==> config.mk <==
export PLATFORM = sky130hd
export DESIGN_NAME = diffclk_gate
export DESIGN_NICKNAME = d
export VERILOG_FILES = /design/src/rtl/diffclk_gate_pkg.sv /design/src/rtl/diffclk_pin_cond.sv /design/src/rtl/diffclk_sync.sv /design/src/rtl/diffclk_src.sv /design/src/rtl/diffclk_pair.sv /design/src/rtl/diffclk_gate.sv
export SDC_FILE = /design/constraint.sdc
export NUM_CORES = 1
export LEC_CHECK = 0
export BUFFER_PORTS_ARGS = -buffer_cell sky130_fd_sc_hd__buf_2
export CAP_MARGIN = 20
export CORE_AREA = 5 5 49 51
export CTS_BUF_LIST = sky130_fd_sc_hd__clkbuf_8
export DETAILED_ROUTE_END_ITERATION = 16
export DIE_AREA = 0 0 54 56
export HOLD_SLACK_MARGIN = 0.15
export PLACE_DENSITY_LB_ADDON = 0.25
export SLEW_MARGIN = 20
export SYNTH_ARGS = -nofsm -noshare
export SYNTH_HDL_FRONTEND = slang
export SYNTH_HIERARCHICAL = 1
export SYNTH_SLANG_ARGS = --single-unit
==> constraint.sdc <==
create_clock -name clk_ref -period 1.8 [get_ports clk_ref]
set_clock_uncertainty 0.2 [all_clocks]
set_input_delay 0.36 -clock clk_ref [delete_from_list [all_inputs] [get_ports clk_ref]]
set_output_delay 0.36 -clock clk_ref [all_outputs]
set_load 0.01 [all_outputs]
==> src/rtl/diffclk_gate_pkg.sv <==
`timescale 1ns/1ps
package diffclk_gate_pkg;

   typedef enum logic [1:0] {
      PAIR_RUN   = 2'd0,
      PAIR_HOLD  = 2'd1,
      PAIR_FLOAT = 2'd2
   } pair_mode_e;

   // Index of the enable pin serving output idx: number of mapped outputs below it.
   function automatic int pin_slot(input logic [31:0] mask, input int idx);
      int n;
      n = 0;
      for (int k = 0; k < 32; k++)
         if (k < idx && mask[k]) n++;
      return n;
   endfunction

endpackage

==> src/rtl/diffclk_pin_cond.sv <==
`timescale 1ns/1ps
module diffclk_pin_cond
   import diffclk_gate_pkg::*;
#(
   parameter int                 N_OUT       = 4,
   parameter int                 N_OE_PIN    = 2,
   parameter logic [N_OUT-1:0]   OE_PIN_MASK = 4'b1001
) (
   input  logic                inv_pin,
   input  logic [N_OE_PIN-1:0] oe_pin_i,
   input  logic                stop_pin_n,
   input  logic                pd_pin_n,
   output logic [N_OUT-1:0]    pin_en,
   output logic                stop_act,
   output logic                pd_act
);
   logic [N_OE_PIN-1:0] oe_use;

   assign oe_use   = oe_pin_i ^ {N_OE_PIN{inv_pin}};
   assign stop_act = ~(stop_pin_n ^ inv_pin);
   assign pd_act   = ~(pd_pin_n ^ inv_pin);

   for (genvar i = 0; i < N_OUT; i++) begin : g_map
      if (OE_PIN_MASK[i]) begin : g_pin
         localparam int SLOT = pin_slot(32'(OE_PIN_MASK), i);
         assign pin_en[i] = oe_use[SLOT];
      end else begin : g_nopin
         assign pin_en[i] = 1'b1;
      end
   end
endmodule

==> src/rtl/diffclk_sync.sv <==
`timescale 1ns/1ps
module diffclk_sync #(
   parameter int W      = 2,
   parameter int STAGES = 2
) (
   input  logic         clk,
   input  logic         rst_n,
   input  logic [W-1:0] d,
   output logic [W-1:0] q
);
   logic [STAGES-1:0][W-1:0] pipe;

   always_ff @(posedge clk or negedge rst_n) begin
      if (!rst_n) pipe <= '0;
      else        pipe <= {pipe[STAGES-2:0], d};
   end

   assign q = pipe[STAGES-1];
endmodule

==> src/rtl/diffclk_src.sv <==
`timescale 1ns/1ps
module diffclk_src #(
   parameter bit HAS_DIV = 1'b1
) (
   input  logic clk_ref,
   input  logic rst_n,
   input  logic cfg_mode_normal,
   output logic src,
   output logic fall_ok
);
   if (HAS_DIV) begin : g_div
      logic mode_q;
      logic div_q;

      always_ff @(posedge clk_ref or negedge rst_n) begin
         if (!rst_n) begin
            mode_q <= 1'b1;
            div_q  <= 1'b0;
         end else begin
            mode_q <= cfg_mode_normal;
            div_q  <= ~div_q;
         end
      end

      assign src     = mode_q ? clk_ref : div_q;
      assign fall_ok = mode_q | ~div_q;
   end else begin : g_nodiv
      assign src     = clk_ref;
      assign fall_ok = 1'b1;
   end
endmodule

==> src/rtl/diffclk_pair.sv <==
`timescale 1ns/1ps
module diffclk_pair
   import diffclk_gate_pkg::*;
(
   input  logic clk_ref,
   input  logic rst_n,
   input  logic src,
   input  logic fall_ok,
   input  logic stop_req,
   input  logic float_req,
   input  logic enable,
   output logic out_p,
   output logic out_n,
   output logic out_oe
);
   pair_mode_e state;

   // State moves only on a falling edge at which the source is low.
   always_ff @(negedge clk_ref or negedge rst_n) begin
      if (!rst_n)       state <= PAIR_RUN;
      else if (fall_ok) state <= !stop_req ? PAIR_RUN
                               : (float_req ? PAIR_FLOAT : PAIR_HOLD);
   end

   always_comb begin
      out_p  = 1'b0;
      out_n  = 1'b0;
      out_oe = 1'b0;
      if (enable) begin
         case (state)
            PAIR_RUN: begin
               out_p  = src;
               out_n  = ~src;
               out_oe = 1'b1;
            end
            PAIR_HOLD: begin
               out_p  = 1'b1;
               out_n  = 1'b0;
               out_oe = 1'b1;
            end
            default: ;
         endcase
      end
   end
endmodule

==> src/rtl/diffclk_gate.sv <==
`timescale 1ns/1ps
module diffclk_gate #(
   parameter int               N_OUT       = 4,
   parameter int               N_OE_PIN    = 2,
   parameter logic [N_OUT-1:0] OE_PIN_MASK = 4'b1001,
   parameter int               SYNC_STAGES = 2,
   parameter bit               HAS_DIV     = 1'b1
) (
   input  logic                clk_ref,
   input  logic                rst_n,
   input  logic                inv_pin,
   input  logic [N_OE_PIN-1:0] oe_pin_i,
   input  logic                stop_pin_n,
   input  logic                pd_pin_n,
   input  logic                cfg_mode_normal,
   input  logic                cfg_stop_float,
   input  logic                cfg_pd_float,
   input  logic [N_OUT-1:0]    cfg_out_en,
   input  logic [N_OUT-1:0]    cfg_stop_en,
   output logic [N_OUT-1:0]    out_p,
   output logic [N_OUT-1:0]    out_n,
   output logic [N_OUT-1:0]    out_oe
);
   localparam int N_REQ = 2;

   if (N_OUT < 1 || N_OUT > 32) begin : g_bad_nout
      $error("diffclk_gate: N_OUT out of range");
   end
   if (N_OE_PIN < 1 || N_OE_PIN != $countones(OE_PIN_MASK)) begin : g_bad_pins
      $error("diffclk_gate: N_OE_PIN must equal the number of mapped outputs");
   end
   if (SYNC_STAGES < 2) begin : g_bad_sync
      $error("diffclk_gate: SYNC_STAGES must be at least 2");
   end

   logic [N_OUT-1:0] pin_en;
   logic             stop_act, pd_act;
   logic [N_REQ-1:0] req_s;
   logic             stop_s, pd_s;
   logic             src, fall_ok;

   diffclk_pin_cond #(
      .N_OUT(N_OUT), .N_OE_PIN(N_OE_PIN), .OE_PIN_MASK(OE_PIN_MASK)
   ) u_pins (
      .inv_pin(inv_pin), .oe_pin_i(oe_pin_i), .stop_pin_n(stop_pin_n),
      .pd_pin_n(pd_pin_n), .pin_en(pin_en), .stop_act(stop_act), .pd_act(pd_act)
   );

   diffclk_sync #(.W(N_REQ), .STAGES(SYNC_STAGES)) u_sync (
      .clk(clk_ref), .rst_n(rst_n), .d({pd_act, stop_act}), .q(req_s)
   );
   assign stop_s = req_s[0];
   assign pd_s   = req_s[1];

   diffclk_src #(.HAS_DIV(HAS_DIV)) u_src (
      .clk_ref(clk_ref), .rst_n(rst_n), .cfg_mode_normal(cfg_mode_normal),
      .src(src), .fall_ok(fall_ok)
   );

   for (genvar i = 0; i < N_OUT; i++) begin : g_pair
      logic own_stop;
      assign own_stop = stop_s & cfg_stop_en[i];

      diffclk_pair u_pair (
         .clk_ref(clk_ref), .rst_n(rst_n), .src(src), .fall_ok(fall_ok),
         .stop_req(pd_s | own_stop),
         .float_req((pd_s & cfg_pd_float) | (own_stop & cfg_stop_float)),
         .enable(cfg_out_en[i] & pin_en[i]),
         .out_p(out_p[i]), .out_n(out_n[i]), .out_oe(out_oe[i])
      );
   end
endmodule

# Word-level counts from Yosys, hierarchy flattened
# Cells that the tools add are included.
[op_classes] eq_ne=4 n_mux=33 n_bitwise=27 n_reduce_logical=8
[ops] cell="$mux 1" count=21
[ops] cell="$mux 2" count=8
[ops] cell="$and 1x1->1" count=11
[ops] cell="$or 1x1->1" count=9
[ops] cell="$eq 2x1->1 const B" count=4
[ops] cell="$logic_not 2->1" count=4
[ops] cell="$pmux 1 s2" count=4
[ops] cell="$reduce_or 2->1" count=4
[ops] cell="$not 1->1" count=4
[ops] cell="$xor 1x1->1" count=2
[ops] cell="$xor 2x2->2" count=1
[totals] regBits=14 in_bits=18 out_inout_bits=12 wordCells=80

# Logic depth before layout (Yosys ltp)
[depth] ltp_word=5 depth_mapped=5 depth_no_buf=4

# Modules after synthesis
# Netlist, hierarchy kept.
[modules_own_cells] mod="diffclk_pair" instances=4 cells_per_inst=13 area_per_inst_um2=117.6 seq_area_each_um2=50.0
[modules_own_cells] mod="diffclk_sync" instances=1 cells_per_inst=6 area_per_inst_um2=115.1 seq_area_each_um2=100.1
[modules_own_cells] mod="diffclk_gate" instances=1 cells_per_inst=14 area_per_inst_um2=112.6 seq_area_each_um2=0.0
[modules_own_cells] mod="diffclk_src" instances=1 cells_per_inst=5 area_per_inst_um2=76.3 seq_area_each_um2=51.3
[modules_own_cells] mod="diffclk_pin_cond" instances=1 cells_per_inst=7 area_per_inst_um2=53.8 seq_area_each_um2=0.0

==> key figures <==
Timing
  • Max-slew violations: 0
  • Final setup fails: 36
  • Final Hold Viols: 0
  • Setup_tns: -11.89 ns
  • Unrepaired setup endpoints after global routing: true
  • Setup WS post-layout: -0.806 ns

Worst setup path
  • CP required: 1.24 ns
  • CP Launch Type: flip-flop
  • Crit path arrival time: 2.05 ns
  • Critical path class: flip-flop to output port
  • Crit path max fanout: 3
  • Critical path endpoint category: output port

Floorplan
  • Core Area: 1900 um2
  • Initial Utilization: 0.436
  • FP Rows: 16
  • Die width: 54 um
  • Top Ports: 30
  • Die height: 56 um
  • Die area: 3020 um2

Global routing
  • Global-route wire length before repair: 3.36 mm
  • Vias in the first global route: 843
  • Initial antenna violation count: 0
  • Pin count of the biggest net entering global routing: 17
  • Total track usage: 0.157
  • GRT Residual Overflow: 0

Run status
  • Outcome: complete, but fails checks
  • Failing checks: negative setup slack

Logic synthesis
  • Post-Syn Area: 828 um2
  • FF+latch count, synth: 14
  • Cells after synthesis: 84
  • Unique cell type count in the Yosys netlist: 24
  • Syn Area/Cell: 9.86 um2
  • Post-synthesis sequential area ratio: 0.424
  • Synth Warn #: 6

Layout
  • Layout area overhead: 52.4%
  • Ratio of cells with drive above 1 in the final layout: 0.516
  • Final cell count without fillers: 155
  • Diodes inserted: 0
  • Final Net Count: 147
  • Final core utilization: 0.664
  • Fill cells: 166

Drt
  • DR vias: 733
  • Routed vias/inst: 4.73
  • Antenna viol nets, final: 0
  • WL final: 2.04 mm
  • Initial DRT Pass Iterations: 4
  • First DRT Iteration DRCs: 6
  • Post-route DRC: 0
  • WL per Instance: 13.2 um

Placement
  • RD Place Congestion: 0.710
  • PortBufs: 29
  • Post-DP HPWL: 1.30 mm
  • Number of instances in the placed design: 137

Power
  • PD cells: 975 nW/um2
  • Worst-case vdd ir drop: 0.000697 V
  • Lkg Pwr: 0.000643 uW

CTS
  • Worst-skew pair later-pin latency: 0.35 ns
  • Clk slew on worst S/H paths: 0.06 ns
  • CTS tree: built

Worst hold path
  • Worst hold path class: flip-flop to flip-flop

Flow run
  • Max-cap violations: 0
==> layer usage <==
layer,GRT usage,up-vias,wire [um]
met5,0,-,0
met4,0.135,0,28
met3,0.0912,5,163
met2,0.230,25,1060
met1,0.150,345,787
li1,-,358,-
==> layout make-up <==
| cell class | count | area (um2) | area share |
|---|---|---|---|
| Sequential cell | 14 | 352 | 0.278 |
| Tap cell | 27 | 33.8 | 0.0268 |
| Clock buffer | 15 | 148 | 0.117 |
| Timing Repair Buffer | 33 | 239 | 0.189 |
| Clock inverter | 1 | 3.75 | 0.00297 |
| Multi-Input combinational cell | 52 | 438 | 0.347 |
| Inverter | 13 | 48.8 | 0.0387 |
==> metrics by stage <==
stage / cell area (um2) / hold slack, ns / worst slack (ns) / total power [uW]
floorplan: 866 / -0.136 / -0.389 / 611
global placement: 1010 / 0.0738 / -0.388 / 657
detailed placement: 1010 / 0.0723 / -0.395 / 661
CTS: 1240 / 0.151 / -0.860 / 1230
global route: 1260 / 0.164 / -0.860 / 1290
finish: 1260 / 0.149 / -0.806 / 1230
==> repair_timing <==
action | in CTS | in global routing
hold endpoints to repair | 9 | 0
gates resized for setup | 13 | 0
setup buffers | 1 | 3
pin swaps | 8 | 6
cloned | 0 | 0
hold buffers | 6 | 0
endpoints found under the setup margin | 36 | 36
==> cell families after synthesis <==
logic type,count (synthesis),share of synthesized area
other,1,0.00453
and+or+nand+nor,29,0.261
xor gates and xnor gates,4,0.0423
AOI/OAI and AO/OA,16,0.134
DFF,14,0.424
muxes,1,0.0181
buffers and inverters,19,0.115
==> state kept, by name, summed over array words and instances, names as in the netlist <==
| register | count |
|---|---|
| g_pair.u_pair/state | 8 |
| u_sync/pipe | 2 |
| u_sync/q | 2 |
| u_src/g_div.div_q | 1 |
| u_src/g_div.mode_q | 1 |
==> worst max-delay path, stage by stage (launching register included) <==
cell,delay (ns)
dfrtn_1,0.35
nand2b_4,0.17
nor3_4,0.10
buf_2,0.15
==> cell usage after synthesis <==
| master | number | share of area |
|---|---|---|
| dfstp_2 | 1 | 0.032 |
| a21o_2 | 1 | 0.011 |
| o21ai_1 | 4 | 0.024 |
| nor2_1 | 4 | 0.018 |
| nand3_1 | 4 | 0.024 |
| buf_2 | 1 | 0.0060 |
| a21o_1 | 3 | 0.027 |
| dfrtn_1 | 8 | 0.24 |
| o21ai_0 | 4 | 0.024 |
| conb_1 | 1 | 0.0045 |
| nand2b_1 | 1 | 0.0076 |
| inv_1 | 13 | 0.059 |
| and2_1 | 4 | 0.030 |
| buf_4 | 4 | 0.036 |
| nor3_2 | 4 | 0.048 |
| nand3b_1 | 4 | 0.036 |
| nor2_2 | 4 | 0.030 |
| buf_6 | 1 | 0.014 |
| a32o_1 | 4 | 0.048 |
| mux2_4 | 1 | 0.018 |
| xor2_1 | 2 | 0.021 |
| xnor2_1 | 2 | 0.021 |
| nand2b_4 | 4 | 0.066 |
| dfrtp_1 | 5 | 0.15 |
==> cells in the final DEF (no fill, tap or decap), drive strengths merged <==
cell         synthesis  final
nand2b               5      5
a21o                 4      4
nand3b               4      4
nor2                 8      8
nor3                 4      4
inv                 13     14
nand3                4      4
dlygate4sd3          0      6
a32o                 4      4
o21ai                8      8
and2                 4      4
xor2                 2      2
clkbuf               0      7
dfstp                1      1
dfrtp                5      5
xnor2                2      2
dfrtn                8      8
mux2                 1      1
conb                 1      2
buf                  6     35
==> worst paths after layout <==
kind	startpoint	endpoint	slack [ns]	cells past startpoint
hold reg to reg	u_sync/pipe[0]	u_sync/q[0]	0.15	0
min in group asynchronous	rst_n	u_sync/pipe[0]	0.24	2
setup / recovery	g_pair[0].u_pair/state[1]	out_n[0]	-0.81	3
setup reg to reg	u_sync/q[0]	g_pair[2].u_pair/state[1]	-0.34	3
hold / removal	u_sync/pipe[0]	u_sync/q[0]	0.15	0
max in group asynchronous	rst_n	g_pair[1].u_pair/state[1]	0.13	2
==> power by group <==
part	internal (uW)	switching [uW]	leakage, uW	total (uW)
registers	351	38.1	0.000167	389
logic	104	80.1	0.000326	184
clock network	388	269	0.000150	657
Note: power is estimated with default switching activity, not from simulation.
